<file path="config.mk">
export PLATFORM = sky130hd
export DESIGN_NAME = simt_mask_stack
export DESIGN_NICKNAME = d
export VERILOG_FILES = /design/src/rtl/simt_mask_pkg.sv /design/src/rtl/simt_mask_ctrl.sv /design/src/rtl/simt_mask_dp.sv /design/src/rtl/simt_mask_stack.sv
export SDC_FILE = /design/constraint.sdc
export NUM_CORES = 1
export LEC_CHECK = 0
export ABC_AREA = 1
export BUFFER_PORTS_ARGS = -buffer_cell sky130_fd_sc_hd__buf_2
export CORE_MARGIN = 2
export CORE_UTILIZATION = 50
export CTS_CLUSTER_DIAMETER = 200
export DETAILED_ROUTE_END_ITERATION = 12
export HOLD_SLACK_MARGIN = 0.15
export PLACE_DENSITY = 0.8
export SLEW_MARGIN = 20
export SYNTH_ARGS = -nofsm -noshare
export SYNTH_HDL_FRONTEND = slang
export SYNTH_SLANG_ARGS = --single-unit
</file>
<file path="constraint.sdc">
create_clock -name clk -period 6 [get_ports clk]
set_input_delay 0.6 -clock clk [delete_from_list [all_inputs] [get_ports clk]]
set_output_delay 0.6 -clock clk [all_outputs]
set_load 0.02 [all_outputs]
</file>
<file path="src/rtl/simt_mask_pkg.sv">
package simt_mask_pkg;
  typedef enum logic [1:0] {
    OP_OTHER  = 2'd0,
    OP_PUSH   = 2'd1,
    OP_NARROW = 2'd2,
    OP_RET    = 2'd3
  } opKind_t;

  typedef struct packed {
    logic push;
    logic narrow;
    logic pop;
  } stackStrb_t;

  typedef struct packed {
    logic full;
    logic empty;
    logic narrowZero;
  } stackStat_t;
endpackage

</file>
<file path="src/rtl/simt_mask_ctrl.sv">
module simt_mask_ctrl
  import simt_mask_pkg::*;
(
  input  logic       clk,
  input  logic       rstN,
  input  logic       opValid,
  input  logic [1:0] opCode,
  input  stackStat_t stat,
  output stackStrb_t strb,
  output logic       ovfErr,
  output logic       unfErr,
  output logic       waveDone
);
  logic accept;
  logic isPush, isNarrow, isRet;
  logic ovfQ, unfQ, doneQ;

  assign accept   = opValid && !doneQ;
  assign isPush   = accept && (opCode == OP_PUSH);
  assign isNarrow = accept && (opCode == OP_NARROW);
  assign isRet    = accept && (opCode == OP_RET);

  always_comb begin
    strb.push   = isPush && !stat.full;
    strb.narrow = isNarrow && !stat.narrowZero;
    strb.pop    = isNarrow && stat.narrowZero && !stat.empty;
  end

  always_ff @(posedge clk) begin
    if (!rstN) begin
      ovfQ  <= 1'b0;
      unfQ  <= 1'b0;
      doneQ <= 1'b0;
    end else begin
      if (isPush && stat.full) ovfQ <= 1'b1;
      if (isNarrow && stat.narrowZero && stat.empty) unfQ <= 1'b1;
      if (isRet) doneQ <= 1'b1;
    end
  end

  assign ovfErr   = ovfQ;
  assign unfErr   = unfQ;
  assign waveDone = doneQ;
endmodule

</file>
<file path="src/rtl/simt_mask_dp.sv">
module simt_mask_dp
  import simt_mask_pkg::*;
#(
  parameter int LANES = 8,
  parameter int DEPTH = 4,
  parameter int PCW   = 16
) (
  input  logic             clk,
  input  logic             rstN,
  input  stackStrb_t       strb,
  input  logic [LANES-1:0] condNz,
  input  logic [PCW-1:0]   pushPc,
  output stackStat_t       stat,
  output logic [LANES-1:0] actMask,
  output logic             redirValid,
  output logic [PCW-1:0]   redirPc
);
  localparam int IDXW = $clog2(DEPTH);
  localparam int DW   = $clog2(DEPTH + 1);

  logic [LANES-1:0] maskStk [DEPTH];
  logic [PCW-1:0]   pcStk   [DEPTH];
  logic [DW-1:0]    depthQ;
  logic [LANES-1:0] maskQ;
  logic [LANES-1:0] narrowed;
  logic [IDXW-1:0]  topIdx, wrIdx;
  logic             redirQ;
  logic [PCW-1:0]   redirPcQ;

  assign narrowed = maskQ & condNz;
  assign wrIdx    = IDXW'(depthQ);
  assign topIdx   = IDXW'(depthQ - DW'(1));

  always_comb begin
    stat.full       = (depthQ == DW'(DEPTH));
    stat.empty      = (depthQ == '0);
    stat.narrowZero = (narrowed == '0);
  end

  always_ff @(posedge clk) begin
    if (strb.push) begin
      maskStk[wrIdx] <= maskQ;
      pcStk[wrIdx]   <= pushPc;
    end
  end

  always_ff @(posedge clk) begin
    if (!rstN) begin
      depthQ   <= '0;
      maskQ    <= '1;
      redirQ   <= 1'b0;
      redirPcQ <= '0;
    end else begin
      redirQ <= strb.pop;
      if (strb.push) begin
        depthQ <= depthQ + DW'(1);
      end else if (strb.pop) begin
        depthQ   <= depthQ - DW'(1);
        maskQ    <= maskStk[topIdx];
        redirPcQ <= pcStk[topIdx];
      end else if (strb.narrow) begin
        maskQ <= narrowed;
      end
    end
  end

  assign actMask    = maskQ;
  assign redirValid = redirQ;
  assign redirPc    = redirPcQ;
endmodule

</file>
<file path="src/rtl/simt_mask_stack.sv">
module simt_mask_stack
  import simt_mask_pkg::*;
#(
  parameter int LANES = 8,
  parameter int DEPTH = 4,
  parameter int PCW   = 16
) (
  input  logic             clk,
  input  logic             rstN,
  input  logic             opValid,
  input  logic [1:0]       opCode,
  input  logic [LANES-1:0] condNz,
  input  logic [PCW-1:0]   pushPc,
  output logic [LANES-1:0] actMask,
  output logic             redirValid,
  output logic [PCW-1:0]   redirPc,
  output logic             ovfErr,
  output logic             unfErr,
  output logic             waveDone
);
  stackStrb_t strb;
  stackStat_t stat;

  simt_mask_ctrl u_ctrl (
    .clk(clk), .rstN(rstN), .opValid(opValid), .opCode(opCode),
    .stat(stat), .strb(strb),
    .ovfErr(ovfErr), .unfErr(unfErr), .waveDone(waveDone)
  );

  simt_mask_dp #(.LANES(LANES), .DEPTH(DEPTH), .PCW(PCW)) u_dp (
    .clk(clk), .rstN(rstN), .strb(strb), .condNz(condNz), .pushPc(pushPc),
    .stat(stat), .actMask(actMask), .redirValid(redirValid), .redirPc(redirPc)
  );
endmodule

</file>
# After elaboration in Yosys (flattened, before gate mapping)
# Memories as Yosys holds them, arrays and structs flattened. A register that Yosys moved wholly into a read port is not among the register bits.
# Index checks and enable logic that the tools add are counted.
# totals
ramBits	96
register_bits	15
latchBits	0
in_bits	29
out_inout_bits	28
elab_cells	43
mem_count	2
romBits	0
# memory_table
memory	words	word_bits	rd	rd_clocked_by_memory_dff	write_ports	line	text
u_dp.pcStk	4	16	1	1	1	simt_mask_dp.sv:22	logic [PCW-1:0] pcStk [DEPTH];
u_dp.maskStk	4	8	1	0	1	simt_mask_dp.sv:21	logic [LANES-1:0] maskStk [DEPTH];
# op_classes
n_lt_le_gt_ge	0
n_addsub	2
mul	0
n_reduce_logical	21
mux	6
shift	0
n_eq_ne	4
bitwise_logic	2
div	0
# ops
op	count
8-bit two-way mux	2
1-bit logical AND	10
8-bit bitwise AND	1
8-bit logical NOT	1
3-bit two-way mux	2
1-bit logical NOT	5
2-bit == test (second input constant)	2
2-bit AND reduction	2
2-bit nonzero test	2
3-bit by 1-bit adder with 3-bit output (second input constant)	1
3-bit == test (second input constant)	1
3-bit logical NOT	1
3-bit by 1-bit subtractor with 3-bit output (second input constant)	1
2-bit by 1-bit == test with 1-bit output (second input constant)	1
1-bit two-way mux	2
1-bit NOT	1

# Logic depth before layout (Yosys ltp)
# depth
word_depth	7
depth_mapped	10

# By module
# From an unflattened synthesis, not the netlist that was laid out.
# hier_totals
hier_cells	547
area_unflattened_um2	5333.9
# by_module_without_submodules
module	instances	seq_area_each_um2	cells_each	area_per_inst_um2
simt_mask_dp	1	3443.3	521	5163.7
simt_mask_ctrl	1	60.1	26	170.2

# Worst setup path before layout
# OpenSTA, ideal clock, no wires.
# synth_timing
path_kind	register -> register
startpoint	register u_dp.depthQ[0]
endpoint	memory u_dp.maskStk[0][0] (enable)
arrival_ns	2.231
n_path_buf	1
stages_incl_launch_ff	7
period_less_slack_ns	2.636
setup_slack_ns	3.364
path_cell_list	dfxtp_1 -> inv_1 -> buf_2 -> ha_1 -> nand2_1 -> nand2_1 -> nor2_1
# synth_via
elab_chain_cells	5
# synth_lines
element	line	text
start: declaration	simt_mask_dp.sv:23	logic [DW-1:0] depthQ;
start signal: assignment	simt_mask_dp.sv:56	depthQ <= depthQ + DW'(1);
start signal: assignment	simt_mask_dp.sv:58	depthQ <= depthQ - DW'(1);
3-bit == test	simt_mask_dp.sv:35	stat.full = (depthQ == DW'(DEPTH));
1-bit logical NOT	simt_mask_ctrl.sv:24	strb.push = isPush && !stat.full;
1-bit logical AND	simt_mask_ctrl.sv:24	
1-bit two-way mux	simt_mask_dp.sv:41	if (strb.push) begin
1-bit two-way mux (implied by the code)	simt_mask_dp.sv:42	maskStk[wrIdx] <= maskQ;
end: declaration	simt_mask_dp.sv:21	
# Several ways; a longest one is shown, not always the timed one.

# Final worst setup path
# layout_timing
startpoint	register u_dp.depthQ[0]
endpoint	register u_dp.redirPcQ[6], in the netlist u_dp.redirPc[6] (read register of u_dp.pcStk)
# layout_via
elab_chain_cells	5
elab_cells_between_ends	9
classes_between	add/sub: 1; eq/ne: 1; bitwise: 1; reduce/logical: 6
# layout_lines
element	line	text
3-bit == test	simt_mask_dp.sv:35	
1-bit logical NOT	simt_mask_ctrl.sv:24	
1-bit logical AND	simt_mask_ctrl.sv:24	
1-bit NOT (no source line)	n/a	
2-bit AND reduction (no source line)	n/a	
end: declaration	simt_mask_dp.sv:28	logic [PCW-1:0] redirPcQ;
# Several ways; a longest one is shown, not always the timed one.
# A chain may end at the register's enable or synchronous reset.

==> results by group <==
Outcome
  – Status: finished clean

Floorplan
  – Core area: 9770 sq um
  – Initial Util: 51.4%
  – Die Wd: 104 microns
  – DIE HEIGHT: 104 microns
  – Die area: 10900 sq um
  – Io pins: 57
  – Row count: 36

Clock tree
  – Worst-Skew Late Latency: 0.53 ns
  – CTS root buffer: clkbuf_8
  – Clk pin slew, worst setup/hold paths: 0.06 ns
  – Clock sinks: 127
  – Hold buffers post-CTS: 0
  – Num CTS Buffers: 17
  – CTS tree: yes
  – Clk buf depth: 2
  – PostCTS Resize Cnt: 0
  – CTS H-tree depth: 4
  – Post-CTS setup buffers: 0

Power and ir drop
  – Reg power frac: 45.6%
  – Clock network fraction of design power: 48.5%
  – Sw frac: 21.5%
  – Comb pwr share: 5.9%
  – P_leak: 2.26 nW
  – P_int: 1.66 mW
  – NetSw: 456 uW
  – Overall Power: 2.12 mW
  – Pwr/cell area: 353 nW/um^2
  – Maximum VDD drop: 0.000236 V

Hold path
  – Hold WC Path Type: in -> reg

Worst setup path
  – CP max stage cell: or2_2
  – Worst Path Arrival: 3.54 ns
  – Setup crit end kind: flop
  – Critical Path RT: 6.41 ns
  – Cell Chain, Critical Path: buf_4 > inv_1 > buf_4 > ha_1 > inv_1 > or2_2 > nand4_4 > o21ai_0 > nor2_1
  – Setup CP Type: reg -> reg
  – Setup crit start kind: flop
  – Slowest stage delay, CP: 0.53 ns
  – Crit-path max FO: 52

Finish
  – Number of diodes: 0
  – P&R area growth vs syn: 19.4%
  – Commonest non-fill, non-tap cell in the layout: edfxtp_1
  – Most frequent cells in the layout: 96 x edfxtp_1, 71 x nand2_1, 58 x o21ai_0
  – Fin cells: 649
  – Fillers: 753
  – Nets: 537
  – Layout cells sized above 1: 20.3%

Timing
  – Final Skew: 0.00892 ns
  – Fin. max-slew vios: 0
  – Period minus WS final: 3.13 ns
  – TNS Setup: 0 ns
  – Actual slew at the worst max-slew pin: 0.853 ns
  – RSZ-0062 raised after global routing: no
  – Slew headroom: 43.1%
  – Max Freq: 319 MHz
  – Final hold violation count: 0
  – Final setup viols: 0
  – Final Cycle Share: 52.2%

Detailed routing
  – Drt wl/cell: 17.2 microns
  – Remaining antenna violation count after routing: 0
  – Vias per Instance: 5.58
  – Via count: 3620
  – Routed wire length: 11100 microns
  – Detailed Route Iter0 Violations: 236
  – Number of iterations in the first detailed-routing pass: 5
  – Residual DRC count: 0

Placed design
  – Placer Congestion: 0.742
  – Dpl cells: 617
  – DP Wirelength: 6220 microns
  – Port bufs: 56

Yosys
  – Post-synthesis cell count: 444
  – Synth Register Bits: 127
  – Seq/Total Area, Yosys: 69.7%
  – Yosys warns: 0
  – Mapped Area: 5030 sq um
  – Netlist cell types: 25
  – Syn nets: 478
  – Synth Area per Inst: 11.3 sq um

GRT
  – Overflow after GRT: 0
  – Total GRT Usage: 21.3%
  – Vias in the first global route: 3607
  – Largest net degree at the start of global routing: 53
  – First-pass GRT wire length: 17800 microns
  – Antenna violations before repair: 0

Job
  – Max-Cap Viols: 0
[through the flow]
stage / area, sq um / hold WS, ns / setup WS, ns / util (%)
3_3_place_gp: 5410 / 0.436 / 2.75 / 55.4
2_1_floorplan: 5030 / 0.494 / 3.36 / -
6_report: 6000 / 0.288 / 2.87 / 61.4
3_5_place_dp: 5410 / 0.445 / 2.61 / 55.4
4_1_cts: 6000 / 0.271 / 2.51 / 61.4
5_1_grt: 6000 / 0.275 / 2.65 / 61.4
[cell usage after synthesis]
library cell	instances	area share, %
clkinv_1	1	0.075
nand2_1	71	5.3
or2_1	1	0.12
nor2_4	2	0.45
o21ai_0	58	5.8
nand2_2	1	0.12
nor3_2	1	0.20
nor2_1	60	4.5
o21ai_2	1	0.17
nand3_1	29	2.9
inv_1	13	0.97
xor2_1	2	0.35
nor2_2	2	0.25
o22ai_1	19	2.4
edfxtp_1	96	57
dfxtp_1	31	12
a21oi_1	24	2.4
buf_6	4	0.90
ha_1	5	1.2
inv_2	1	0.075
buf_2	4	0.40
clkbuf_1	14	1.0
nand4_4	1	0.42
buf_4	1	0.15
o21ai_1	2	0.20
[per-layer routing]
| metal | GRT usage [%] | vias up | share of wire (%) |
|---|---|---|---|
| li1 | - | 1685 | - |
| met1 | 25.3 | 1748 | 40 |
| met2 | 35.1 | 161 | 50 |
| met3 | 6.33 | 26 | 6.8 |
| met4 | 11.2 | 0 | 2.5 |
| met5 | 0 | - | 0 |
[cell families after synthesis]
| logic type | after synthesis | synth area share, % |
|---|---|---|
| AND/OR/NAND/NOR | 168 | 14.2 |
| flip-flops | 127 | 69.7 |
| adder cells (fa/ha/maj) | 5 | 1.24 |
| XOR/XNOR | 2 | 0.348 |
| buffers and inverters | 38 | 3.61 |
| AO/OA/AOI/OAI | 104 | 10.9 |
[worst max-delay path: cells and delay by family, from the launching register on]
| family | cells | cell delay (ns) |
|---|---|---|
| compound gates | 1 | 0.39 |
| flops | 1 | 0.31 |
| fa+ha+maj | 1 | 0.29 |
| simple gates | 3 | 1.07 |
| buf+inv | 4 | 0.92 |
[path summary, 6_finish.rpt]
kind	start	endpoint	slack (ns)	cells after the start
worst max-delay path	u_dp.depthQ[0]	u_dp.redirPc[6]	2.87	9
worst max register to register	u_dp.depthQ[0]	u_dp.redirPc[6]	2.87	9
worst min-delay path	pushPc[15]	u_dp.pcStk[3][15]	0.29	1
worst min register to register	u_ctrl.ovfErr	u_ctrl.ovfErr	0.45	2
[state kept, by name (all words and copies together), names as in the netlist]
signal,flops
u_dp.maskStk,32
u_dp.redirPc,16
u_ctrl.unfErr,1
u_ctrl.ovfErr,1
u_dp.depthQ,3
u_ctrl.waveDone,1
u_dp.actMask,8
u_dp.pcStk,64
u_dp.redirValid,1
[power groups by stage]
stage / registers [mW] / logic, mW / clock network (mW)
3_3_place_gp: 0.983 / 0.117 / 0
3_5_place_dp: 0.984 / 0.122 / 0
2_1_floorplan: 0.986 / 0.0770 / 0
4_1_cts: 0.966 / 0.125 / 1.03
5_1_grt: 0.967 / 0.140 / 1.08
6_report: 0.966 / 0.126 / 1.03
[area by class of cell]
| cell class | instances | area (sq um) | share of cell area [%] |
|---|---|---|---|
| timing repair buffer | 63 | 333 | 5.54 |
| clock buffer | 19 | 422 | 7.02 |
| tap | 133 | 166 | 2.77 |
| inverter | 15 | 56.3 | 0.938 |
| sequential | 127 | 3500 | 58.4 |
| multi-input combinational | 279 | 1350 | 22.6 |
| clock inverter | 13 | 169 | 2.81 |
(Power assumes the default switching activity.)
